`src/rtl/mgmt_pkg.sv`:
```
package mgmt_pkg;
  localparam int PHY_W  = 5;
  localparam int DATA_W = 16;

  typedef struct packed {
    logic              rd;
    logic [PHY_W-1:0]  phy;
    logic [4:0]        regad;
    logic [DATA_W-1:0] wdata;
  } mgmt_req_t;
endpackage

```
`src/rtl/mgmt_clkgen.sv`:
```
module mgmt_clkgen #(
  parameter int DIV_W = 8
) (
  input  logic             clk,
  input  logic             rst,
  input  logic             run,
  input  logic [DIV_W-1:0] div,
  output logic             mdc,
  output logic             rise_ev,
  output logic             bitend_ev
);
  logic [DIV_W-1:0] cnt_q;
  logic             ph_q;
  logic [DIV_W-1:0] lim;
  logic             wrap;

  assign lim  = (div == '0) ? DIV_W'(1) : div;
  assign wrap = (cnt_q == DIV_W'(lim - DIV_W'(1)));

  always_ff @(posedge clk) begin
    if (rst || !run) begin
      cnt_q <= '0;
      ph_q  <= 1'b0;
    end else if (wrap) begin
      cnt_q <= '0;
      ph_q  <= ~ph_q;
    end else begin
      cnt_q <= cnt_q + DIV_W'(1);
    end
  end

  assign rise_ev   = run && !ph_q && wrap;
  assign bitend_ev = run &&  ph_q && wrap;
  assign mdc       = ph_q;

  // clock sits low whenever no transaction runs
  assert_mdc_idle_low_R1: assert property (@(posedge clk) disable iff (rst)
    !run |-> !mdc);
  // counter never passes the half-period limit
  assert_cnt_in_range_R1: assert property (@(posedge clk) disable iff (rst)
    run |-> (cnt_q < lim));
endmodule

```
`src/rtl/mgmt_seq.sv`:
```
module mgmt_seq
  import mgmt_pkg::*;
#(
  parameter int PRE_LEN = 33,
  parameter int RD_IN   = 19,
  parameter int WR_TAIL = 2
) (
  input  logic              clk,
  input  logic              rst,
  input  logic              start,
  input  mgmt_req_t         req,
  input  logic              mdc,
  input  logic              rise_ev,
  input  logic              bitend_ev,
  input  logic              mdio_i,
  output logic              busy,
  output logic              done,
  output logic [DATA_W-1:0] rd_data,
  output logic              mdio_o,
  output logic              mdio_oe
);
  localparam int HDR_RD = 14;
  localparam int FR_W   = 32;
  localparam int SW     = PRE_LEN + FR_W;
  localparam int RD_TOT = PRE_LEN + HDR_RD + RD_IN;
  localparam int WR_TOT = PRE_LEN + FR_W + WR_TAIL;
  localparam int BW     = $clog2(PRE_LEN + 2 * FR_W + 4);

  logic [SW-1:0]    dsh_q, esh_q;
  logic [BW-1:0]    bitn_q;
  logic             rd_q;
  logic [RD_IN-1:0] rx_q;
  logic [FR_W-1:0]  frame, oemask;
  logic [BW-1:0]    last_bit;
  logic             in_phase;

  always_comb begin
    if (req.rd) begin
      frame  = {2'b01, 2'b10, req.phy, req.regad, 18'd0};
      oemask = {{HDR_RD{1'b1}}, {(FR_W-HDR_RD){1'b0}}};
    end else begin
      frame  = {2'b01, 2'b01, req.phy, req.regad, 2'b10, req.wdata};
      oemask = '1;
    end
  end

  assign last_bit = rd_q ? BW'(RD_TOT - 1) : BW'(WR_TOT - 1);
  assign in_phase = rd_q && (bitn_q >= BW'(PRE_LEN + HDR_RD));

  always_ff @(posedge clk) begin
    if (rst) begin
      dsh_q   <= '0;
      esh_q   <= '0;
      bitn_q  <= '0;
      rd_q    <= 1'b0;
      rx_q    <= '0;
      busy    <= 1'b0;
      done    <= 1'b0;
      rd_data <= '0;
    end else begin
      done <= 1'b0;
      if (start && !busy) begin
        busy   <= 1'b1;
        rd_q   <= req.rd;
        bitn_q <= '0;
        dsh_q  <= {{PRE_LEN{1'b1}}, frame};
        esh_q  <= {{PRE_LEN{1'b1}}, oemask};
      end else if (busy) begin
        if (rise_ev && in_phase)
          rx_q <= {rx_q[RD_IN-2:0], mdio_i};
        if (bitend_ev) begin
          dsh_q  <= {dsh_q[SW-2:0], 1'b0};
          esh_q  <= {esh_q[SW-2:0], 1'b0};
          bitn_q <= bitn_q + BW'(1);
          if (bitn_q == last_bit) begin
            busy <= 1'b0;
            done <= 1'b1;
            if (rd_q) rd_data <= rx_q[16:1];
          end
        end
      end
    end
  end

  assign mdio_o  = dsh_q[SW-1];
  assign mdio_oe = esh_q[SW-1];

  // line held steady while the clock is high
  assert_stable_high_R4: assert property (@(posedge clk) disable iff (rst)
    (mdc && $past(mdc)) |-> ($stable(mdio_o) && $stable(mdio_oe)));
  // released during read input phase
  assert_released_input_R9: assert property (@(posedge clk) disable iff (rst)
    (busy && in_phase) |-> !mdio_oe);
  // released when idle
  assert_idle_released_R9: assert property (@(posedge clk) disable iff (rst)
    !busy |-> !mdio_oe);
  // done only ends a busy period
  assert_done_ends_busy_R8: assert property (@(posedge clk) disable iff (rst)
    done |-> (!busy && $past(busy)));
  // a request while busy leaves the transaction running
  assert_ignore_busy_R8: assert property (@(posedge clk) disable iff (rst)
    (start && busy && !bitend_ev) |=> (busy && $stable(rd_q)));
endmodule

```
`src/rtl/mgmt_master.sv`:
```
module mgmt_master
  import mgmt_pkg::*;
#(
  parameter int DIV_W   = 8,
  parameter int REG_W   = 8,
  parameter int PRE_LEN = 33,
  parameter int RD_IN   = 19,
  parameter int WR_TAIL = 2
) (
  input  logic              clk,
  input  logic              rst,
  input  logic [DIV_W-1:0]  clk_div_i,
  input  logic              req_i,
  input  logic              req_rd_i,
  input  logic [PHY_W-1:0]  req_phy_i,
  input  logic [REG_W-1:0]  req_reg_i,
  input  logic [DATA_W-1:0] req_wdata_i,
  output logic              busy_o,
  output logic              done_o,
  output logic              err_o,
  output logic [DATA_W-1:0] rd_data_o,
  output logic              mdc_o,
  output logic              mdio_o,
  output logic              mdio_oe_o,
  input  logic              mdio_i
);
  localparam int HI_W = (REG_W > 5) ? REG_W - 5 : 1;

  mgmt_req_t req;
  logic      bad_reg, start;
  logic      rise_ev, bitend_ev;

  generate
    if (REG_W > 5) begin : g_wide
      assign bad_reg = |req_reg_i[REG_W-1:5];
    end else begin : g_narrow
      logic [HI_W-1:0] unused_hi;
      assign unused_hi = '0;
      assign bad_reg   = 1'b0;
    end
  endgenerate

  assign req.rd    = req_rd_i;
  assign req.phy   = req_phy_i;
  assign req.regad = req_reg_i[4:0];
  assign req.wdata = req_wdata_i;
  assign start     = req_i && !bad_reg;

  always_ff @(posedge clk) begin
    if (rst) err_o <= 1'b0;
    else     err_o <= req_i && bad_reg && !busy_o;
  end

  mgmt_clkgen #(.DIV_W(DIV_W)) clkgen_i (
    .clk(clk), .rst(rst), .run(busy_o), .div(clk_div_i),
    .mdc(mdc_o), .rise_ev(rise_ev), .bitend_ev(bitend_ev)
  );

  mgmt_seq #(.PRE_LEN(PRE_LEN), .RD_IN(RD_IN), .WR_TAIL(WR_TAIL)) seq_i (
    .clk(clk), .rst(rst), .start(start), .req(req), .mdc(mdc_o),
    .rise_ev(rise_ev), .bitend_ev(bitend_ev), .mdio_i(mdio_i),
    .busy(busy_o), .done(done_o), .rd_data(rd_data_o),
    .mdio_o(mdio_o), .mdio_oe(mdio_oe_o)
  );

  // a refused request never starts a transaction
  assert_reject_no_frame_R7: assert property (@(posedge clk) disable iff (rst)
    (req_i && bad_reg && !busy_o) |=> (!busy_o && err_o && !mdc_o));
endmodule

```
`config.mk`:
```
export PLATFORM = sky130hd
export DESIGN_NAME = mgmt_master
export DESIGN_NICKNAME = d
export VERILOG_FILES = /design/src/rtl/mgmt_pkg.sv /design/src/rtl/mgmt_clkgen.sv /design/src/rtl/mgmt_seq.sv /design/src/rtl/mgmt_master.sv
export SDC_FILE = /design/constraint.sdc
export NUM_CORES = 1
export LEC_CHECK = 0
export ABC_AREA = 1
export BUFFER_PORTS_ARGS = -buffer_cell sky130_fd_sc_hd__buf_2
export CORE_AREA = 2 2 162 227
export DETAILED_ROUTE_END_ITERATION = 12
export DIE_AREA = 0 0 164 229
export GPL_TIMING_DRIVEN = 0
export PLACE_DENSITY = 0.42
export SLEW_MARGIN = 20
export SYNTH_ARGS = -nofsm -noshare
export SYNTH_HDL_FRONTEND = slang
export SYNTH_SLANG_ARGS = --single-unit
```
`constraint.sdc`:
```
create_clock -name clk -period 3.6 [get_ports clk]
set_input_delay 0.18 -clock clk [delete_from_list [all_inputs] [get_ports clk]]
set_output_delay 0.18 -clock clk [all_outputs]
set_load 0.05 [all_outputs]
```
; ---- Word level (Yosys, flattened, before mapping)
; Cells that the tools add are included.
[totals]
in_bits = 42
elab_cells = 61
out_inout_bits = 22
regBits = 183
[classes]
reduce_logical = 25
mux = 15
n_addsub = 3
n_bitwise = 4
n_lt_le_gt_ge = 1
n_eq_ne = 2
[ops]
columns = op, count
row1 = 65-bit two-way mux, 6
row2 = 30-bit two-way mux, 1
row3 = 18-bit two-way mux, 1
row4 = 1-bit logical AND, 10
row5 = 8-bit by 1-bit adder with 8-bit output (second input constant), 1
row6 = 8-bit equality test, 1
row7 = 8-bit zero test, 1
row8 = 8-bit two-way mux, 1
row9 = 8-bit by 1-bit subtractor with 8-bit output (second input constant), 1
row10 = 7-bit by 1-bit adder with 7-bit output (second input constant), 1
row11 = 7-bit equality test, 1
row12 = 7-bit by 6-bit greater-or-equal comparator with 1-bit output (second input constant), 1
row13 = 1-bit two-way mux, 5
row14 = 5-bit AND reduction, 1
row15 = 1-bit NOT, 4
row16 = 2-bit AND reduction, 2
row17 = 2-bit nonzero test, 2
row18 = 2-bit OR reduction, 2
row19 = 4-bit OR reduction, 1
row20 = 1-bit zero test, 3
row21 = 3-bit AND reduction, 1
row22 = 3-bit OR reduction, 1
row23 = 2-bit two-way mux, 1
row24 = 1-bit logical OR, 1

; ---- Logic depth before layout (Yosys ltp)
; Gate-level depths: netlist (run 1).
[depth]
word_depth = 8
ltp_mapped = 22
depth_no_buf = 21

; ---- Cells and area by module
; A second synthesis (run 1) with hierarchy kept.
[unflattened]
hier_cells = 956
hier_area_um2 = 7460.9
[modules_own_cells]
columns = module, n_inst, area_each_um2, cells_per_inst, seq_area_each_um2
row1 = mgmt_seq, 1, 6642.6, 821, 3463.3
row2 = mgmt_clkgen, 1, 755.7, 125, 180.2
row3 = mgmt_master, 1, 62.6, 10, 20.0

; ---- Worst setup path after synthesis (run 1)
; No wires, ideal clock.
[synth_path]
path_kind = input-to-reg
startpoint = in clk_div_i[7]
endpoint = reg seq_i.rx_q[10]
t_arrival_ps = 2162
setup_slack_ps = 1322
setup_time_ps = 116
path_stages = 18
required_time_ps = 3484
path_buffers = 1
cell_sequence = inv_1 nand2_1 nor2_1 nand2_4 nand2_1 inv_1 ha_1 xor2_1 nand2_1 nor2_1 nand3_1 nor2_1 nand3_2 nor2_4 inv_2 buf_2 nor2_1 nor2_1
[synth_between]
elab_chain_len = 7
[synth_rtl]
columns = element, line_no
row1 = start: declaration, mgmt_master.sv:12  ; input logic [DIV_W-1:0] clk_div_i,
row2 = 8-bit zero test, mgmt_clkgen.sv:17  ; assign lim = (div == '0) ? DIV_W'(1) : div;
row3 = 8-bit two-way mux *, mgmt_clkgen.sv:17
row4 = 8-bit by 1-bit subtractor with 8-bit output *, mgmt_clkgen.sv:18  ; assign wrap = (cnt_q == DIV_W'(lim - DIV_W'(1)));
row5 = 8-bit equality test *, mgmt_clkgen.sv:18
row6 = 1-bit logical AND *, mgmt_clkgen.sv:32  ; assign rise_ev = run && !ph_q && wrap;
row7 = 1-bit logical AND *, mgmt_seq.sv:69  ; if (rise_ev && in_phase)
row8 = 3-bit AND reduction (no source line) *, n/a
row9 = end signal: assignment, mgmt_seq.sv:70  ; rx_q <= {rx_q[RD_IN-2:0], mdio_i};
row10 = end: declaration, mgmt_seq.sv:32  ; logic [RD_IN-1:0] rx_q;
; Every way passes the cells marked *; elsewhere a longest branch is shown, timed or not.
; A chain may end at the register's enable or synchronous reset.

; ---- Worst setup path after layout (run 1)
[layout_path]
startpoint = reg seq_i.busy
endpoint = reg seq_i.done
[layout_between]
elab_chain_len = 4
elab_cells_between_ends = 7
cone_classes = bitwise (2) / reduce/logical (5)
[layout_rtl]
columns = element, line_no
row1 = start: declaration, mgmt_seq.sv:16  ; output logic busy,
row2 = start signal: assignment, mgmt_seq.sv:57  ; busy <= 1'b0;
row3 = start signal: assignment, mgmt_seq.sv:63  ; busy <= 1'b1;
row4 = start signal: assignment, mgmt_seq.sv:76  ; busy <= 1'b0;
row5 = 1-bit logical AND (2 in a row), mgmt_clkgen.sv:33  ; assign bitend_ev = run && ph_q && wrap;
row6 = 1-bit NOT (no source line), n/a
row7 = 4-bit OR reduction (no source line) *, n/a
row8 = end signal: assignment, mgmt_seq.sv:58  ; done <= 1'b0;
row9 = end signal: assignment, mgmt_seq.sv:61  ; done <= 1'b0;
row10 = end signal: assignment, mgmt_seq.sv:77  ; done <= 1'b1;
row11 = end: declaration, mgmt_seq.sv:17  ; output logic done,
; Marks and branches as above.

==> flow_metrics.env, run 1 <==
export IMPL_ioPinCount=64
export IMPL_worst_slew_pin_slew_ns=0.9555
export IMPL_max_stage_delay_ns=0.45
export IMPL_r2r_cells=6
export IMPL_period_minus_slack_ns=2.607
export IMPL_final_area_um2=10250
export IMPL_min_period_over_period=0.7242
export IMPL_hp_start="req_wdata_i[0]"
export IMPL_wl_per_cell_um=13.62
export IMPL_power_density_nw_per_um2=409.7
export IMPL_path_cells="inv_1 -> nand3_1 -> clkbuf_1 -> buf_1 -> nand2_1 -> nor2_1"
export IMPL_cts_sinks=183
export IMPL_ant_nets=0
export IMPL_synthFlopType="dfxtp_1"
export IMPL_grt_setup_unrepaired="false"
export IMPL_viasPerCell=4.426
export IMPL_holdPathStages=3
export IMPL_antenna_found_initial=0
export IMPL_end_kind="flip-flop"
export IMPL_final_cell_mix="242 x nand2_1, 183 x dfxtp_1, 121 x nor2_1"
export IMPL_drv_cap=0
export IMPL_max_slew_margin=0.3630
export IMPL_nNetsFinal=1322
export IMPL_syn_avg_cell_area_um2=7.350
export IMPL_final_cells=1750
export IMPL_total_power_mw=4.200
export IMPL_max_freq_mhz=383.6
export IMPL_syn2layout_area_growth_pct=17.01
export IMPL_grt_pass1_wl_mm=39.62
export IMPL_grt_overflow=0
export IMPL_ys_types=37
export IMPL_cts_tree="done"
export IMPL_r2r_start="seq_i.busy"
export IMPL_fin_hold_ws_ns=0.05475
export IMPL_drive_gt1_frac=0.2290
export IMPL_diodes=0
export IMPL_drv_slew=0
export IMPL_start_util=0.2461
export IMPL_gp_congestion=0.7839
export IMPL_fin_ws_ns=0.9929
export IMPL_worstReg2RegEnd="seq_i.done"
export IMPL_critPathArrivalTime_ns=2.96
export IMPL_vias=7746
export IMPL_synth_largest_area_cell="dfxtp_1"
export IMPL_slowest_stage="dfxtp_1"
export IMPL_die_w_um=164
export IMPL_dpl_cell_count=1716
export IMPL_clockBufferDepth=2
export IMPL_ys_async_sr_fraction=0
export IMPL_final_setup_tns_ns=0
export IMPL_wirelength_mm=23.84
export IMPL_cts_buffers=17
export IMPL_syn_num_nets=1237
export IMPL_synth_area_um2=8761
export IMPL_skew_ns=0.006963
export IMPL_die_y_um=229
export IMPL_r2r_slack_ns=0.99
export IMPL_fin_util=0.2879
export IMPL_worstHoldEndpoint="seq_i.dsh_q[0]"
export IMPL_outcome="finished, final reports clean"
export IMPL_synthCells=1192
export IMPL_ctsResizeCount=0
export IMPL_drt_iter0_drc=371
export IMPL_hpwl_mm=16.82
export IMPL_hold_viol_final=0
export IMPL_synth_edf_count=0
export IMPL_hold_path_class="in2reg"
export IMPL_clk_latency_ns=0.44
export IMPL_worstSetupStartpointType="flip-flop"
export IMPL_grt_max_degree=17
export IMPL_synthTopCellsByArea="dfxtp_1 42%, nand2_1 10%, nand3_1 6.9%"
export IMPL_clockRootBuffer="clkbuf_16"
export IMPL_grt_pass1_vias=7565
export IMPL_clkTransAtPathRegs_ns=0.07
export IMPL_p_leak_nw=4.192
export IMPL_drc=0
export IMPL_yosysWarnings=0
export IMPL_grt_use_total=0.1327
export IMPL_ys_seq_area_frac=0.4182
export IMPL_crit_type="reg2reg"
export IMPL_io_buffer_count=62
export IMPL_dieArea_um2=37560
export IMPL_drt_pass1_iter_count=4
export IMPL_coreArea_um2=35600
export IMPL_yosys_area_top_type_share=0.4182
export IMPL_final_common_cell="nand2_1"
export IMPL_pre_cts_slack_ns=0.6722
export IMPL_cp_required_ns=3.95
export IMPL_ir_drop_uv=323.3
export IMPL_ys_ff_latch=183
export IMPL_path_max_fanout=10
export IMPL_place_area_um2=9649
export IMPL_setup_viol=0
export IMPL_htree_levels=4
export IMPL_rows=82
## sequential cells by signal, indices dropped and copies added, names as in the netlist
register	count
seq_i.rx_q	17
err_o	1
seq_i.bitn_q	7
clkgen_i.mdc	1
seq_i.rd_data	16
seq_i.rd_q	1
seq_i.esh_q	65
clkgen_i.cnt_q	8
seq_i.busy	1
seq_i.dsh_q	65
seq_i.done	1
## cells in the mapped netlist, types with 15 or more instances
master and n:
a22o_1 15, a21oi_1 64, or2_2 53, nand2_1 242, nor3_1 24, a21oi_2 50
nand2_2 52, clkbuf_1 34, buf_2 24, inv_1 74, nand3_1 120, o21ai_0 31
nand4_1 23, nor2_1 121, dfxtp_1 183
## power breakdown
part	total, mW	internal (mW)	switching (mW)
Combinational	0.277	0.0969	0.180
Clock	1.87	1.05	0.820
Sequential	2.05	2.05	0.00911
Total	4.20	3.19	1.01
## worst max-delay path, delay by kind of cell, from the launching register on
kind / cells / cell delay (ns)
AND/OR/NAND/NOR: 3 / 1.00
flip-flops: 1 / 0.45
buffers and inverters: 3 / 1.07
## cell families (layout without fill, tap and decap cells)
group,Yosys count,count (layout),share of synthesized area
flip-flops,183,183,0.4182
AO/OA/AOI/OAI,163,163,0.1213
buffers and inverters,163,259,0.08555
adder cells (fa/ha/maj),3,3,0.004285
AND/OR/NAND/NOR,665,665,0.3558
XOR/XNOR,15,15,0.01500
## layout make-up
class,instances,area [um2]
buffer,80,437.9
clock buffer,21,460.4
clock inverter,9,101.3
fill,3934,25350
inverter,83,311.5
multi-input combinational,846,4348
sequential,183,3664
tap,462,578.1
timing repair buffer,66,350.3
## repair_timing
action | in CTS | in global routing
endpoints found under the hold margin | 2 | 0
buffers inserted | 0 | 0
hold buffers | 4 | 0
## how the worst max path moves through the flow
stage	depth (start not counted)	to	from	slack, ns
finish	6	seq_i.done	seq_i.busy	0.99
global route	8	seq_i.dsh_q[62]	seq_i.busy	0.73
CTS	6	seq_i.done	seq_i.busy	0.88
detailed placement	17	seq_i.done	clk_div_i[1]	0.67
global placement	17	seq_i.done	clk_div_i[4]	0.66
floorplan	18	seq_i.rx_q[10]	clk_div_i[7]	1.32
## layer usage
layer  track usage  routed length [um]
met5             0                   0
met3       0.02300                 574
met1        0.1591               10760
met4       0.04852                 358
met2        0.2346               12140
No activity file was read; power rests on OpenSTA's default activity.
==> inputs of run 2 (changes only) <==
Clock period 3.6 ns to 2.7 ns, I/O delays scaled along.
==> run 2 against run 1 <==
  * Core utilization up 0.077 points
  * Largest cell class unchanged
  * Count of clock-buffer cells in the layout is the same
  * Highest routed layer unchanged
  * Total power grew 33%
  * Flip-flop and latch count is the same
  * Register-to-register slack got worse by 0.63 ns
  * Via count about the same
==> flow_metrics.env, run 2 (synthesis results as in run 1) <==
export IMPL_nNetsFinal=1323
export IMPL_syn2layout_area_growth_pct=17.32
export IMPL_gp_congestion=0.7839
export IMPL_cts_tree="done"
export IMPL_cts_sinks=183
export IMPL_wirelength_mm=23.83
export IMPL_io_buffer_count=62
export IMPL_rows=82
export IMPL_fin_util=0.2887
export IMPL_skew_ns=0.008776
export IMPL_drv_slew=0
export IMPL_worst_slew_pin_slew_ns=0.9649
export IMPL_clk_latency_ns=0.44
export IMPL_ir_drop_uv=430.9
export IMPL_htree_levels=4
export IMPL_fin_hold_ws_ns=0.05266
export IMPL_clkTransAtPathRegs_ns=0.07
export IMPL_cp_required_ns=3.03
export IMPL_hold_path_class="in2reg"
export IMPL_crit_type="in2reg"
export IMPL_vias=7745
export IMPL_dieArea_um2=37560
export IMPL_clockRootBuffer="clkbuf_16"
export IMPL_start_util=0.2461
export IMPL_drive_gt1_frac=0.2320
export IMPL_max_freq_mhz=424.1
export IMPL_outcome="finished, final reports clean"
export IMPL_p_leak_nw=4.202
export IMPL_drc=0
export IMPL_ioPinCount=64
export IMPL_die_y_um=229
export IMPL_grt_overflow=0
export IMPL_grt_pass1_vias=7565
export IMPL_final_cells=1751
export IMPL_antenna_found_initial=0
export IMPL_final_cell_mix="242 x nand2_1, 183 x dfxtp_1, 121 x nor2_1"
export IMPL_period_minus_slack_ns=2.358
export IMPL_grt_setup_unrepaired="false"
export IMPL_cts_buffers=17
export IMPL_total_power_mw=5.607
export IMPL_drv_cap=0
export IMPL_wl_per_cell_um=13.61
export IMPL_min_period_over_period=0.8732
export IMPL_grt_use_total=0.1327
export IMPL_grt_pass1_wl_mm=39.62
export IMPL_drt_iter0_drc=393
export IMPL_worstSetupStartpointType="input port"
export IMPL_drt_pass1_iter_count=4
export IMPL_fillers=3932
export IMPL_top_regs="seq_i.dsh_q (65), seq_i.esh_q (65), seq_i.rx_q (17)"
export IMPL_end_kind="flip-flop"
export IMPL_setup_viol=0
export IMPL_die_w_um=164
export IMPL_viasPerCell=4.423
export IMPL_power_density_nw_per_um2=545.5
export IMPL_hold_viol_final=0
export IMPL_grt_max_degree=17
export IMPL_dpl_cell_count=1716
export IMPL_hpwl_mm=16.82
export IMPL_coreArea_um2=35600
export IMPL_max_slew_margin=0.3568
export IMPL_path_max_fanout=10
export IMPL_final_common_cell="nand2_1"
export IMPL_ant_nets=0
export IMPL_clockBufferDepth=2
export IMPL_critPathArrivalTime_ns=2.69
export IMPL_diodes=0
## run 2: repair_timing
item	4_1_cts	5_1_grt
setup endpoints to repair	1	40
hold buffers	5	0
resized for setup	1	5
endpoints found under the hold margin	3	0
setup buffers	0	0
pin swaps	0	1
## run 2: layout make-up
| class | instances | area, um2 | area share |
|---|---|---|---|
| flip-flops and latches | 183 | 3664 | 0.3564 |
| well taps | 462 | 578.1 | 0.05624 |
| multi-input cells | 846 | 4363 | 0.4245 |
| repair buffers | 67 | 360.3 | 0.03506 |
| inverters | 83 | 311.5 | 0.03031 |
| plain buffers | 80 | 440.4 | 0.04285 |
| clock buffers | 21 | 460.4 | 0.04480 |
| clock inverters | 9 | 101.3 | 0.009860 |
## run 2: final timing paths
check                    from                to  slack (ns)  depth (start not counted)
max reg2reg        seq_i.busy   seq_i.dsh_q[27]        0.36                          9
max              clk_div_i[1]    seq_i.rx_q[11]        0.34                         19
min reg2reg  seq_i.rd_data[5]  seq_i.rd_data[5]        0.46                          2
min              req_reg_i[4]   seq_i.dsh_q[22]        0.05                          5
## run 2: critical path, stage by stage
cell and delay, ns:
buf_2 0.11, inv_2 0.06, nand2_1 0.04, nor2_1 0.16
nand2_4 0.11, nand2_1 0.09, inv_1 0.05, ha_1 0.30
xor2_1 0.24, nand2_1 0.08, nor2_1 0.14, nand3_1 0.09
nor2_1 0.17, nand3_2 0.20, nor2_4 0.23, inv_2 0.11
buf_2 0.20, nor2_1 0.11, nor2_1 0.05
## run 2: report_power, final
| group | internal (mW) | switching [mW] | total (mW) |
|---|---|---|---|
| Clock | 1.40 | 1.10 | 2.50 |
| Sequential | 2.73 | 0.0121 | 2.74 |
| Combinational | 0.131 | 0.241 | 0.371 |
| Total | 4.26 | 1.35 | 5.61 |
## run 2: metal layers
metal  global-route usage  vias up  part of all wire
met5                    0        -                 0
met4              0.04852        0             0.015
met3              0.02300       16             0.024
met2               0.2346       83              0.51
met1               0.1591     3636              0.45
li1                     -     4010                 -
## run 2: metrics by stage
stage               cell area [um2]  setup TNS [ns]  setup slack (ns)
floorplan                      8761               0            0.4674
global placement               9649          -5.652           -0.1927
detailed placement             9649          -5.655           -0.1828
CTS                           10260               0           0.02563
global route                  10280               0          0.008932
finish                        10280               0            0.3423
==> inputs of run 3 (changes only) <==
Settings changed: CORE_AREA 2 2 162 227 to 2 2 150 210, DIE_AREA 0 0 164 229 to 0 0 152 212, PLACE_DENSITY 0.42 to 0.43, SYNTH_HIERARCHICAL set to 1.
==> run 3 against run 2 <==
  * Critical endpoint is now seq_i/dsh_q[18]
  * Flip-flop and latch count did not move
  * Hold slack lost 0.041 ns
  * Largest cell class is now flip-flops and latches
  * Maximum frequency is 4.8% lower
  * First-iteration DRC count down 21%
  * Highest routed layer unchanged
  * Global-route usage shrank 0.60 points
  * Sequential power rose by 2%
==> flow_metrics.env, run 3 <==
export IMPL_outcome="finished, final reports clean"
export IMPL_wl_per_cell_um=13.70
export IMPL_antenna_found_initial=0
export IMPL_p_sw_frac=0.2510
export IMPL_ir_drop_uv=417.6
export IMPL_crit_type="in2reg"
export IMPL_nNetsFinal=1106
export IMPL_cts_buffers=17
export IMPL_die_y_um=212
export IMPL_ys_types=38
export IMPL_met1_length_mm=8.906
export IMPL_grt_use_total=0.1267
export IMPL_cts_sinks=183
export IMPL_coreArea_um2=30520
export IMPL_synthCells=956
export IMPL_clockRootBuffer="clkbuf_16"
export IMPL_final_cell_mix="183 x dfxtp_1, 153 x nand2_1, 125 x inv_1"
export IMPL_place_area_um2=8264
export IMPL_grt_max_degree=19
export IMPL_fillers=3310
export IMPL_setup_viol=0
export IMPL_p_int_mw=4.195
export IMPL_drc=0
export IMPL_comb_power_share=0.056
export IMPL_drt_pass1_iter_count=6
export IMPL_cp_required_ns=3.03
export IMPL_syn2layout_area_growth_pct=22.72
export IMPL_yosysWarnings=6
export IMPL_hold_viol_final=0
export IMPL_hpwl_mm=14.19
export IMPL_cts_tree="done"
export IMPL_worstHoldEndpoint="seq_i/dsh_q[15]"
export IMPL_power_density_nw_per_um2=611.7
export IMPL_period_minus_slack_ns=2.476
export IMPL_skew_ns=0.01287
export IMPL_syn_num_nets=1001
export IMPL_clockBufferDepth=2
export IMPL_die_w_um=152
export IMPL_r2r_cells=15
export IMPL_ys_top_cells_by_count="183 x dfxtp_1, 153 x nand2_1, 125 x inv_1"
export IMPL_seqPwrFrac=0.497
export IMPL_worstSetupStartpointType="input port"
export IMPL_multi_input_area_um2=3043
export IMPL_path_cells="buf_2 -> nor2_2 -> nand2_2 -> o21ai_2 -> inv_1 -> ha_2 -> inv_1 -> nand2_1 -> nand3_1 -> nand2_1 -> nor2_1 -> nand3_1 -> nor2_1 -> nand3_2 -> nor3_4 -> nand2_4 -> buf_4 -> buf_2 -> o221ai_1 -> nor2_1"
export IMPL_drv_slew=0
export IMPL_synth_area_um2=7461
export IMPL_clkTransAtPathRegs_ns=0.07
export IMPL_yosys_area_top_type_share=0.4910
export IMPL_final_cells=1464
export IMPL_ys_seq_area_frac=0.4910
export IMPL_end_kind="flip-flop"
export IMPL_viasPerCell=4.543
export IMPL_grt_pass1_wl_mm=33.23
export IMPL_clk_latency_ns=0.44
export IMPL_slowest_stage="nor3_4"
export IMPL_min_period_over_period=0.9171
export IMPL_hp_start="req_wdata_i[15]"
export IMPL_drt_iter0_drc=311
export IMPL_syn_avg_cell_area_um2=7.804
export IMPL_fin_util=0.3000
export IMPL_worstReg2RegEnd="seq_i/dsh_q[18]"
export IMPL_wirelength_mm=20.06
export IMPL_drv_cap=0
export IMPL_max_stage_delay_ns=0.30
export IMPL_gp_congestion=0.7804
export IMPL_path_max_fanout=10
export IMPL_top_regs="seq_i/dsh_q (65), seq_i/esh_q (65), seq_i/rx_q (17)"
export IMPL_rows=76
export IMPL_final_setup_tns_ns=0
export IMPL_crit_top_cell="nor2_1"
export IMPL_ioPinCount=64
export IMPL_ys_ff_latch=183
export IMPL_diodes=0
export IMPL_r2r_start="clkgen_i/cnt_q[4]"
export IMPL_max_freq_mhz=403.9
export IMPL_grt_setup_unrepaired="true"
export IMPL_ant_nets=0
export IMPL_final_common_cell="dfxtp_1"
export IMPL_final_area_um2=9156
export IMPL_io_buffer_count=63
export IMPL_grt_pass1_vias=6560
export IMPL_drive_gt1_frac=0.1462
export IMPL_routed_wl_met3_um=439
export IMPL_register_area_um2=3664
export IMPL_p_leak_nw=3.490
export IMPL_ys_async_sr_fraction=0
export IMPL_synthFlopType="dfxtp_1"
export IMPL_synth_most_common_cell="dfxtp_1"
export IMPL_clock_power_share=0.447
export IMPL_synth_edf_count=0
export IMPL_topRoutingLayerUsed="met4"
export IMPL_start_util=0.2444
export IMPL_grt_overflow=0
export IMPL_dpl_cell_count=1409
export IMPL_vias=6651
export IMPL_holdPathStages=3
export IMPL_synthTopCellsByArea="dfxtp_1 49%, nand2_1 7.7%, a21oi_1 6.3%"
export IMPL_max_slew_margin=0.5123
export IMPL_r2r_slack_ns=0.32
export IMPL_path_buf_inv=5
export IMPL_p_sw_mw=1.406
export IMPL_wl_met2_mm=10.43
export IMPL_worst_slew_pin_slew_ns=0.7315
export IMPL_dieArea_um2=32220
export IMPL_critPathArrivalTime_ns=2.80
export IMPL_hold_path_class="in2reg"
export IMPL_cp_top_family="simple AND/OR/NAND/NOR gates"
export IMPL_synth_largest_area_cell="dfxtp_1"
export IMPL_htree_levels=4
-- run 3: cell types whose count changed in the layout (fill, tap and decap cells not counted), moves of 30 or more --
cell | previous run | this run
nand2_1 | 242 | 153
nand3_1 | 119 | 53
nor2_1 | 121 | 62
or2_2 | 53 | 1
inv_1 | 74 | 125
a21oi_2 | 50 | 0
nand2_2 | 52 | 2
a221oi_1 | 0 | 46
o21ai_0 | 31 | 73
a21oi_1 | 64 | 94
-- run 3: worst reg2reg max path, cell delays in order (launching register included) --
cell and delay [ns]:
dfxtp_1 0.36, inv_1 0.08, nor2_1 0.08, inv_1 0.05, nand2_1 0.05, nand2_1 0.04
nand2_1 0.08, nand3_1 0.08, nor2_1 0.13, nand3_2 0.14, nor3_4 0.30, nand2_4 0.14
buf_4 0.24, buf_2 0.21, o221ai_1 0.22, nor2_1 0.06
-- run 3: cells by family (layout without fill, tap and decap cells) --
group | Yosys count | count (layout) | share of synthesized area
AND/OR/NAND/NOR | 310 | 310 | 0.1840
adder cells (fa/ha/maj) | 3 | 3 | 0.005032
XOR/XNOR | 12 | 12 | 0.01409
buffers and inverters | 195 | 313 | 0.1051
flip-flops | 183 | 183 | 0.4910
AO/OA/AOI/OAI | 253 | 253 | 0.2007
-- run 3: layer usage --
layer  global-route usage  vias to the layer above
met5                    0                        -
met4              0.04318                        0
met3              0.02670                       13
met2               0.2338                       72
met1               0.1447                     3148
li1                     -                     3418
-- run 3: worst max path at each step --
| stage | depth (start not counted) | slack, ns | startpoint | end |
|---|---|---|---|---|
| after floorplan | 21 | 0.15 | clk_div_i[4] | seq_i/esh_q[10] |
| after global placement | 20 | -0.70 | clk_div_i[4] | seq_i/dsh_q[18] |
| after detailed placement | 20 | -0.72 | clk_div_i[4] | seq_i/dsh_q[18] |
| after CTS | 22 | -0.008 | clk_div_i[4] | seq_i/dsh_q[20] |
| after global routing | 21 | -0.03 | clk_div_i[4] | seq_i/rd_data[4] |
| final | 20 | 0.22 | clk_div_i[4] | seq_i/dsh_q[18] |
-- run 3: through the flow --
step                      hold slack [ns]  worst slack, ns  total power [mW]
after global placement             0.3847          -0.7032             3.134
after detailed placement           0.3816          -0.7227             3.138
final                             0.01154           0.2239             5.601
after floorplan                    0.2556           0.1464             3.031
after global routing             0.008708         -0.02625             5.829
after CTS                        0.002023        -0.007854             5.681
-- run 3: cell type report --
cell class              instances  area share
clock buffers                  17     0.04646
plain buffers                  65     0.03772
inverters                     130     0.05439
well taps                     390     0.05329
multi-input cells             578      0.3323
flip-flops and latches        183      0.4001
clock inverters                15     0.01722
repair buffers                 86     0.05849
-- run 3: power by group through the flow --
stage               clock network, mW  logic, mW  registers [mW]
floorplan                           0      0.181            2.85
finish                           2.50      0.313            2.79
global placement                    0      0.287            2.85
global route                     2.68      0.355            2.79
detailed placement                  0      0.290            2.85
CTS                              2.58      0.312            2.79
-- run 3: what timing repair did --
item,in CTS,in global routing
hold endpoints to repair,17,0
resized for setup,5,41
hold buffers,19,0
buffers inserted,0,4
pin swaps,0,3
endpoints found under the setup margin,139,143
